`src/rtl/nand_front_pkg.sv`:
```
package nand_front_pkg;

  typedef enum logic [1:0] {
    MODE_READ   = 2'd0,
    MODE_STATUS = 2'd1,
    MODE_ID     = 2'd2
  } modeT;

  typedef enum logic [1:0] {
    AREA_LOW   = 2'd0,
    AREA_HIGH  = 2'd1,
    AREA_SPARE = 2'd2
  } areaT;

  localparam logic [7:0] OP_RD_LOW   = 8'h00;
  localparam logic [7:0] OP_RD_HIGH  = 8'h01;
  localparam logic [7:0] OP_RD_SPARE = 8'h50;
  localparam logic [7:0] OP_STATUS   = 8'h70;
  localparam logic [7:0] OP_IDENT    = 8'h90;
  localparam logic [7:0] OP_ABORT    = 8'hFF;

  typedef struct packed {
    logic       colLoad;
    logic       colInc;
    logic       colClear;
    logic       rowLoad;
    logic [3:0] rowSel;
  } ctrlStrobeT;

endpackage

```
`src/rtl/nand_front_ctrl.sv`:
```
module nand_front_ctrl
  import nand_front_pkg::*;
#(
  parameter int ROW_BYTES   = 3,
  parameter int BUSY_CYCLES = 20
) (
  input  logic       clk,
  input  logic       rstN,
  input  logic       cleIn,
  input  logic       aleIn,
  input  logic       weStrobe,
  input  logic [7:0] ioIn,
  input  logic       reStrobe,
  output modeT       modeQ,
  output areaT       areaQ,
  output logic       idSecondQ,
  output logic       readyOut,
  output logic       loadReqQ,
  output ctrlStrobeT strobe
);
  localparam int ADDR_CYC = ROW_BYTES + 1;
  localparam int AW = $clog2(ADDR_CYC + 1);
  localparam int BW = $clog2(BUSY_CYCLES + 1);

  logic [AW-1:0] addrLeftQ, addrLeftD, addrIdx;
  logic [BW-1:0] busyQ, busyD;
  modeT modeD;
  areaT areaD;
  logic idSecondD, startBusy, abort, busy, cmdWr, addrWr;

  assign busy     = (busyQ != '0);
  assign readyOut = ~busy;
  assign cmdWr    = weStrobe & cleIn;
  assign addrWr   = weStrobe & aleIn & ~cleIn;
  assign addrIdx  = AW'(ADDR_CYC) - addrLeftQ;

  always_comb begin
    modeD     = modeQ;
    areaD     = areaQ;
    idSecondD = idSecondQ;
    addrLeftD = addrLeftQ;
    startBusy = 1'b0;
    abort     = 1'b0;
    strobe    = '0;
    if (cmdWr) begin
      if (ioIn == OP_ABORT) begin
        abort           = 1'b1;
        modeD           = MODE_READ;
        areaD           = AREA_LOW;
        idSecondD       = 1'b0;
        addrLeftD       = '0;
        strobe.colClear = 1'b1;
      end else if (ioIn == OP_STATUS) begin
        modeD     = MODE_STATUS;
        addrLeftD = '0;
      end else if (!busy) begin
        unique case (ioIn)
          OP_RD_LOW:   begin modeD = MODE_READ; areaD = AREA_LOW;   addrLeftD = AW'(ADDR_CYC); end
          OP_RD_HIGH:  begin modeD = MODE_READ; areaD = AREA_HIGH;  addrLeftD = AW'(ADDR_CYC); end
          OP_RD_SPARE: begin modeD = MODE_READ; areaD = AREA_SPARE; addrLeftD = AW'(ADDR_CYC); end
          OP_IDENT:    begin modeD = MODE_ID; idSecondD = 1'b0; addrLeftD = AW'(1); end
          default: ;
        endcase
      end
    end else if (addrWr && addrLeftQ != '0 && !busy) begin
      if (modeQ == MODE_READ) begin
        if (addrIdx == '0) strobe.colLoad = 1'b1;
        else begin
          strobe.rowLoad = 1'b1;
          strobe.rowSel  = 4'(addrIdx - AW'(1));
        end
        addrLeftD = addrLeftQ - AW'(1);
        startBusy = (addrLeftQ == AW'(1));
      end else begin
        idSecondD = 1'b0;
        addrLeftD = '0;
      end
    end else if (reStrobe && !busy) begin
      if (modeQ == MODE_READ) strobe.colInc = 1'b1;
      else if (modeQ == MODE_ID) idSecondD = 1'b1;
    end

    if (abort)          busyD = '0;
    else if (startBusy) busyD = BW'(BUSY_CYCLES);
    else if (busy)      busyD = busyQ - BW'(1);
    else                busyD = '0;
  end

  always_ff @(posedge clk or negedge rstN) begin
    if (!rstN) begin
      modeQ     <= MODE_READ;
      areaQ     <= AREA_LOW;
      idSecondQ <= 1'b0;
      addrLeftQ <= '0;
      busyQ     <= '0;
      loadReqQ  <= 1'b0;
    end else begin
      modeQ     <= modeD;
      areaQ     <= areaD;
      idSecondQ <= idSecondD;
      addrLeftQ <= addrLeftD;
      busyQ     <= busyD;
      loadReqQ  <= startBusy;
    end
  end
endmodule

```
`src/rtl/nand_front_dp.sv`:
```
module nand_front_dp
  import nand_front_pkg::*;
#(
  parameter int PAGE_BYTES  = 528,
  parameter int HALF_BYTES  = 256,
  parameter int SPARE_BYTES = 16,
  parameter int ROW_BYTES   = 3,
  parameter logic [7:0] ID_MAKER  = 8'hEC,
  parameter logic [7:0] ID_DEVICE = 8'h76,
  localparam int COL_W   = $clog2(PAGE_BYTES),
  localparam int ROW_W   = 8 * ROW_BYTES
) (
  input  logic             clk,
  input  logic             rstN,
  input  logic [7:0]       ioIn,
  input  ctrlStrobeT       strobe,
  input  modeT             modeQ,
  input  areaT             areaQ,
  input  logic             idSecondQ,
  input  logic             readyOut,
  input  logic             fillEn,
  input  logic [COL_W-1:0] fillCol,
  input  logic [7:0]       fillData,
  output logic [7:0]       ioOut,
  output logic [ROW_W-1:0] arrRow
);
  localparam int SPARE_W = $clog2(SPARE_BYTES);

  logic [7:0]       pageMem [PAGE_BYTES];
  logic [COL_W-1:0] colQ, colStart;

  always_comb begin
    case (areaQ)
      AREA_HIGH:  colStart = COL_W'(HALF_BYTES) + COL_W'(ioIn);
      AREA_SPARE: colStart = COL_W'(2 * HALF_BYTES) + COL_W'(ioIn[SPARE_W-1:0]);
      default:    colStart = COL_W'(ioIn);
    endcase
  end

  always_ff @(posedge clk or negedge rstN) begin
    if (!rstN) colQ <= '0;
    else if (strobe.colClear) colQ <= '0;
    else if (strobe.colLoad) colQ <= colStart;
    else if (strobe.colInc)
      colQ <= (colQ == COL_W'(PAGE_BYTES - 1)) ? '0 : colQ + COL_W'(1);
  end

  for (genvar g = 0; g < ROW_BYTES; g++) begin : g_rowByte
    always_ff @(posedge clk or negedge rstN) begin
      if (!rstN) arrRow[g*8 +: 8] <= '0;
      else if (strobe.rowLoad && strobe.rowSel == 4'(g)) arrRow[g*8 +: 8] <= ioIn;
    end
  end

  always_ff @(posedge clk) begin
    if (fillEn && fillCol < COL_W'(PAGE_BYTES)) pageMem[fillCol] <= fillData;
  end

  always_comb begin
    case (modeQ)
      MODE_STATUS: ioOut = {1'b1, readyOut, 6'b0};
      MODE_ID:     ioOut = idSecondQ ? ID_DEVICE : ID_MAKER;
      default:     ioOut = pageMem[colQ];
    endcase
  end
endmodule

```
`src/rtl/nand_cmd_front.sv`:
```
module nand_cmd_front
  import nand_front_pkg::*;
#(
  parameter int PAGE_BYTES  = 528,
  parameter int HALF_BYTES  = 256,
  parameter int SPARE_BYTES = 16,
  parameter int ROW_BYTES   = 3,
  parameter int BUSY_CYCLES = 20,
  localparam int COL_W = $clog2(PAGE_BYTES),
  localparam int ROW_W = 8 * ROW_BYTES
) (
  input  logic             clk,
  input  logic             rstN,
  input  logic             cleIn,
  input  logic             aleIn,
  input  logic             weStrobe,
  input  logic [7:0]       ioIn,
  input  logic             reStrobe,
  output logic [7:0]       ioOut,
  output logic             readyOut,
  output logic             arrLoadReq,
  output logic [ROW_W-1:0] arrRow,
  input  logic             fillEn,
  input  logic [COL_W-1:0] fillCol,
  input  logic [7:0]       fillData
);
  modeT       modeQ;
  areaT       areaQ;
  logic       idSecondQ;
  ctrlStrobeT strobe;

  nand_front_ctrl #(.ROW_BYTES(ROW_BYTES), .BUSY_CYCLES(BUSY_CYCLES)) ctrl_i (
    .clk(clk), .rstN(rstN), .cleIn(cleIn), .aleIn(aleIn), .weStrobe(weStrobe),
    .ioIn(ioIn), .reStrobe(reStrobe), .modeQ(modeQ), .areaQ(areaQ),
    .idSecondQ(idSecondQ), .readyOut(readyOut), .loadReqQ(arrLoadReq), .strobe(strobe)
  );

  nand_front_dp #(
    .PAGE_BYTES(PAGE_BYTES), .HALF_BYTES(HALF_BYTES),
    .SPARE_BYTES(SPARE_BYTES), .ROW_BYTES(ROW_BYTES)
  ) dp_i (
    .clk(clk), .rstN(rstN), .ioIn(ioIn), .strobe(strobe), .modeQ(modeQ),
    .areaQ(areaQ), .idSecondQ(idSecondQ), .readyOut(readyOut),
    .fillEn(fillEn), .fillCol(fillCol), .fillData(fillData),
    .ioOut(ioOut), .arrRow(arrRow)
  );
endmodule

```
`config.mk`:
```
export PLATFORM = sky130hd
export DESIGN_NAME = nand_cmd_front
export DESIGN_NICKNAME = d
export VERILOG_FILES = /design/src/rtl/nand_front_pkg.sv /design/src/rtl/nand_front_ctrl.sv /design/src/rtl/nand_front_dp.sv /design/src/rtl/nand_cmd_front.sv
export SDC_FILE = /design/constraint.sdc
export NUM_CORES = 2
export LEC_CHECK = 0
export BUFFER_PORTS_ARGS = -buffer_cell sky130_fd_sc_hd__buf_2
export CORE_UTILIZATION = 43
export CTS_BUF_LIST = sky130_fd_sc_hd__clkbuf_8
export CTS_CLUSTER_DIAMETER = 50
export CTS_CLUSTER_SIZE = 10
export DETAILED_ROUTE_END_ITERATION = 10
export GPL_TIMING_DRIVEN = 0
export REMOVE_ABC_BUFFERS = 1
export SLEW_MARGIN = 25
export SYNTH_ARGS = -nofsm -noshare
export SYNTH_HDL_FRONTEND = slang
export SYNTH_HIERARCHICAL = 1
export SYNTH_MEMORY_MAX_BITS = 65536
export SYNTH_SLANG_ARGS = --single-unit
```
`constraint.sdc`:
```
create_clock -name clk -period 4.7 [get_ports clk]
set_input_delay 0.705 -clock clk [delete_from_list [all_inputs] [get_ports clk]]
set_output_delay 0.705 -clock clk [all_outputs]
set_load 0.05 [all_outputs]
```
# After elaboration in Yosys (flattened, before gate mapping)
# Memories as Yosys holds them, arrays and structs flattened.
# Index checks and enable logic that the tools add are counted.
[totals]
regBits = 48
latch_bits = 0
ram_bits = 4224
mem_bits_ro = 0
in_bits = 33
mem_count = 1
[op_classes]
add_sub_neg = 7
mul = 0
n_div = 0
n_lt_le_gt_ge = 1
eq_ne = 22
n_shift = 0
n_mux = 53
bitwise_logic = 5
reduce_logical = 25
[mem_list]
columns = ["memory", "words", "word_bits", "rd", "rd_clocked_by_memory_dff", "write_ports", "line_no", "text"]
rows = [
  ["dp_i.pageMem", 528, 8, 1, 0, 1, "nand_front_dp.sv:29", "logic [7:0] pageMem [PAGE_BYTES];"],
]
[op_table]
columns = ["op", "n"]
rows = [
  ["two-way mux 10 bit", 4],
  ["two-way mux 5 bit", 7],
  ["two-way mux 1 bit", 23],
  ["one-hot mux 10 bit (2 select lines)", 1],
  ["two-way mux 3 bit", 6],
  ["== test 8 x 7 -> 1 bit, second input constant", 2],
  ["== test 8 bit, second input constant", 2],
  ["one-hot mux 8 bit (2 select lines)", 1],
  ["two-way mux 2 bit", 7],
  ["inequality test 3 bit, second input constant", 4],
  ["nonzero test 3 bit", 4],
  ["adder 10 x 1 -> 10 bit, second input constant", 1],
  ["adder 10 x 4 -> 10 bit, first input constant", 1],
  ["adder 9 x 8 -> 10 bit, first input constant", 1],
  ["== test 10 bit, second input constant", 1],
  ["< comparator 10 bit, second input constant", 1],
  ["== test 8 x 1 -> 1 bit, second input constant", 1],
  ["logical NOT 8 bit", 1],
  ["two-way mux 8 bit", 1],
  ["nonzero test 4 bit", 2],
  ["logical AND 1 bit", 7],
  ["one-hot mux 2 bit (3 select lines)", 1],
  ["one-hot mux 3 bit (2 select lines)", 1],
  ["AND reduction 3 bit", 2],
  ["other kinds (25)", 31],
]

# Longest topological paths before layout
[depth]
ltp_word = 9
depth_mapped = 15

# Hierarchy
# The synthesis kept the hierarchy.
[by_module_without_submodules]
columns = ["mod", "n_inst", "cells_per_inst", "area_per_inst_um2", "seq_area_each_um2"]
rows = [
  ["nand_front_dp", 1, 7794, 165433.7, 127692.5],
  ["nand_front_ctrl", 1, 117, 1036.0, 350.3],
]

# Worst setup path before layout
# No wires, ideal clock.
[synth_path]
path_type = "register to output"
from = "register dp_i.colQ[0]"
to = "output port ioOut[3]"
t_arrival_ps = 3227
required_time_ps = 3995
path_slack_ps = 768
path_stages_with_launch = 14
path_buffers = 7
path_cell_list = "dfrtp_1 buf_6 buf_6 buf_6 buf_6 buf_6 buf_6 buf_6 mux2i_1 o221ai_1 o22ai_1 o311ai_0 nand4_1 a31oi_1"
[synth_between]
elab_chain_len = 2
[synth_rtl]
columns = ["item", "line_no", "text"]
rows = [
  ["start: declaration", "nand_front_dp.sv:30", "logic [COL_W-1:0] colQ, colStart;"],
  ["start signal: assignment", "nand_front_dp.sv:43", "else if (strobe.colLoad) colQ <= colStart;"],
  ["start signal: assignment", "nand_front_dp.sv:45", "colQ <= (colQ == COL_W'(PAGE_BYTES - 1)) ? '0 : colQ + COL_W'(1);"],
  ["memory read (528 x 8 bit)", "--", ""],
  ["one-hot mux 8 bit (2 select lines)", "nand_front_dp.sv:60", "case (modeQ)"],
  ["end: declaration", "nand_cmd_front.sv:19", "output logic [7:0] ioOut,"],
]
# Every way passes these cells.

# Worst setup path after layout
[layout_path]
from = "register dp_i.colQ[0]"
to = "output port ioOut[6]"
# Same word-level chain as after synthesis.

==> out/results.tsv <==
metric	value	unit
finalWirelength	491000	um
synth_area_leaders	edfxtp_1, mux4_2, mux2i_1, nor2_1, a22oi_1	
die_y	624	um
fin_crit	6.14	ns
p_leak	58.1	nW
fp-row-count	228	
syn_avg_cell_area	21.0	um2
ys_seq_area_frac	0.769	
pin_count	67	
crit_chain	buf_4 -> buf_6 -> buf_16 -> buf_16 -> buf_16 -> buf_16 -> buf_16 -> buf_4 -> mux4_2 -> a22o_1 -> a221oi_1 -> o2111ai_1 -> nand4_1 -> nand4_1 -> and3_4 -> buf_8	
synth.top_cells.by_count	edfxtp_1, mux4_2, nor2_1	
cts-root-buf	clkbuf_8	
grt_max_degree	121	
start_util	0.432	
ys.flop_type	edfxtp_1	
drv_cap	0	
p_per_area	524	mW/mm2
synth_top_cell_by_area	edfxtp_1	
async_flop_share	0.0112	
clk_latency	1.13	ns
nFillCells	30600	
ctsLongestPathBuffers	4	
synth.ff_latch_count	4272	
drc	4	
dpl.hpwl	299000	um
tightest_slew	1.15	ns
max_slew_margin	0.235	
vias_per_cell	6.25	
ys_warn_count	6	
place_area	0.177	mm2
vias	86100	
synth-edff-count	4224	
rsz0062_at_grt	yes	
critPathSlowestCell	nand4_1	
cts.sinks	4272	
crit_type	register to output pin	
area_delta_synth_final	13.7	%
fin_util	0.491	
synthCells	7911	
yosysUniqueCellTypes	84	
fin_skew	0.0381	ns
synth_top_area_frac	0.762	
die_w	624	um
grt_pass1_wl	678000	um
fin_tns_setup	-10.35	ns
num-nets-final	8500	
start_kind	register	
synthMostInstantiatedCell	edfxtp_1	
worst_slack	-1.44	ns
htreeDepth	5	
period_share	1.31	
end_kind	output pin	
clk_pin_slew	0.07	ns
dieArea	0.390	mm2
status	finished, violations left	
max_clock_freq	163	MHz
gp_congestion	0.835	
synth_area	0.166	mm2
coreArea	0.385	mm2
grt-ovfl-total	0	
grt_pass1_vias	85400	
worstPathRequired	3.99	ns
dr.pass1.iters	11	
hold_viol	0	
dp_slack	-3.05	ns
final_area	0.189	mm2
cpMostUsedCell	buf_16	
drt_iter0_markers	12000	
cts_buffers	481	
finalMaxSlewViolations	0	
cts_tree	yes	
min_path_type	input port to register	
layout-drive-gt1-share	0.278	
worstPathArrival	5.44	ns
antenna_found_initial	43	
max_stage_delay	0.60	ns
vdd_drop_max	0.000362	V
critPathMaxFanout	6	
drtAntennaViolNets	0	
portBuffers	66	
violations	DRC, setup timing	
grt_use_total	0.249	
wl_per_cell	35.7	um
setup_viol	8	
==> area by class of cell <==
| cell class | count | area, um2 | area share |
|---|---|---|---|
| multi-input combinational | 3128 | 37600 | 0.199 |
| clock inverter | 114 | 757 | 0.00400 |
| tap | 5175 | 6470 | 0.0342 |
| timing repair buffer | 547 | 9460 | 0.0500 |
| clock buffer | 488 | 6720 | 0.0355 |
| inverter | 24 | 116 | 0.000615 |
| antenna | 25 | 62.6 | 0.000331 |
| sequential | 4272 | 128000 | 0.677 |
==> stage by stage <==
step	total power, mW	hold WS, ns	instances
2_1_floorplan	52.8	0.409	7423
3_3_place_gp	56.8	0.450	12700
3_5_place_dp	72.1	0.458	12900
4_1_cts	98.6	0.0196	13700
5_1_grt	102	0.0794	13800
6_report	99.2	0.118	13800
==> cell usage in the layout, fill, tap and decap left out, drive strengths merged, types with 13 or more instances in the layout <==
master          n
nand2         144
a21oi         165
nor2b          30
dfrtp          48
a22oi         191
buf           477
a211oi         39
a31oi          18
dlygate4sd3    19
nand4          15
o21ai          99
clkinv         30
a2111oi        17
nand2b         13
mux2i         329
nand3          25
mux4          962
diode          25
ha             13
nor4           32
inv            93
a22o           22
a221oi         82
o22ai          51
edfxtp       4224
clkbuf        492
o221ai         30
mux2           60
bufbuf         47
o31ai          14
nor2          607
nor3           45
a221o          13
and2           15
==> power by group <==
group	switching [mW]	internal, mW
registers	0.188	41.9
logic	19.8	15.1
clock network	12.6	9.63
total	32.6	66.6
==> final timing paths <==
path                            slack, ns                            start                        endpoint  cells after the start
worst max-delay path                -1.44         dp_i/colQ[0]$_DFFE_PN0P_                        ioOut[6]                     16
worst min-delay path                 0.12                      fillData[4]  dp_i/pageMem[144][4]$_DFFE_PP_                      1
worst max register to register       1.34  ctrl_i/addrLeftQ[0]$_DFFE_PN0P_        dp_i/colQ[4]$_DFFE_PN0P_                     13
worst min register to register       0.47        ctrl_i/busyQ[0]$_DFF_PN0_       ctrl_i/busyQ[0]$_DFF_PN0_                      1
max in group asynchronous            4.05                             rstN        dp_i/colQ[0]$_DFFE_PN0P_                      2
min in group asynchronous            0.15                             rstN     dp_i/arrRow[10]$_DFFE_PN0P_                      2
==> registers in the layout, summed over array words and instances (netlist names) <==
name / count
ctrl_i/addrLeftQ: 3
dp_i/arrRow: 24
dp_i/colQ: 10
ctrl_i/loadReqQ: 1
ctrl_i/idSecondQ: 1
dp_i/pageMem: 4224
ctrl_i/modeQ: 2
ctrl_i/busyQ: 5
ctrl_i/areaQ: 2
==> kinds of logic after synthesis <==
group	Yosys count	share of synthesized area
multiplexers	1351	0.154
XOR/XNOR	6	0.000316
adder cells (fa/ha/maj)	13	0.000977
buffers and inverters	512	0.0176
flip-flops	4272	0.769
AND/OR/NAND/NOR	971	0.0251
AO/OA/AOI/OAI	786	0.0328
==> critical path, delay by kind of cell, from the launching register on <==
family,cells,cell delay [ns]
AND/OR/NAND/NOR,3,1.08
flip-flops,1,0.52
buffers and inverters,9,1.26
multiplexers,1,0.47
AO/OA/AOI/OAI,3,0.94
==> what timing repair did <==
action | in CTS | in global routing
buffers inserted | 113 | 71
hold buffers | 19 | 0
resized for setup | 265 | 57
gates cloned | 54 | 3
pin swaps | 66 | 36
setup endpoints to repair | 8 | 8
endpoints found under the hold margin | 262 | 0
==> layer usage <==
layer / track usage / part of all wire / vias to the layer above
met2: 0.396 / 0.48 / 4944
li1: - / - / 33900
met4: 0.104 / 0.047 / 10
met1: 0.330 / 0.37 / 46300
met3: 0.0582 / 0.10 / 893
met5: 0 / 0.00014 / -
No activity file was read; power rests on OpenSTA's default activity.
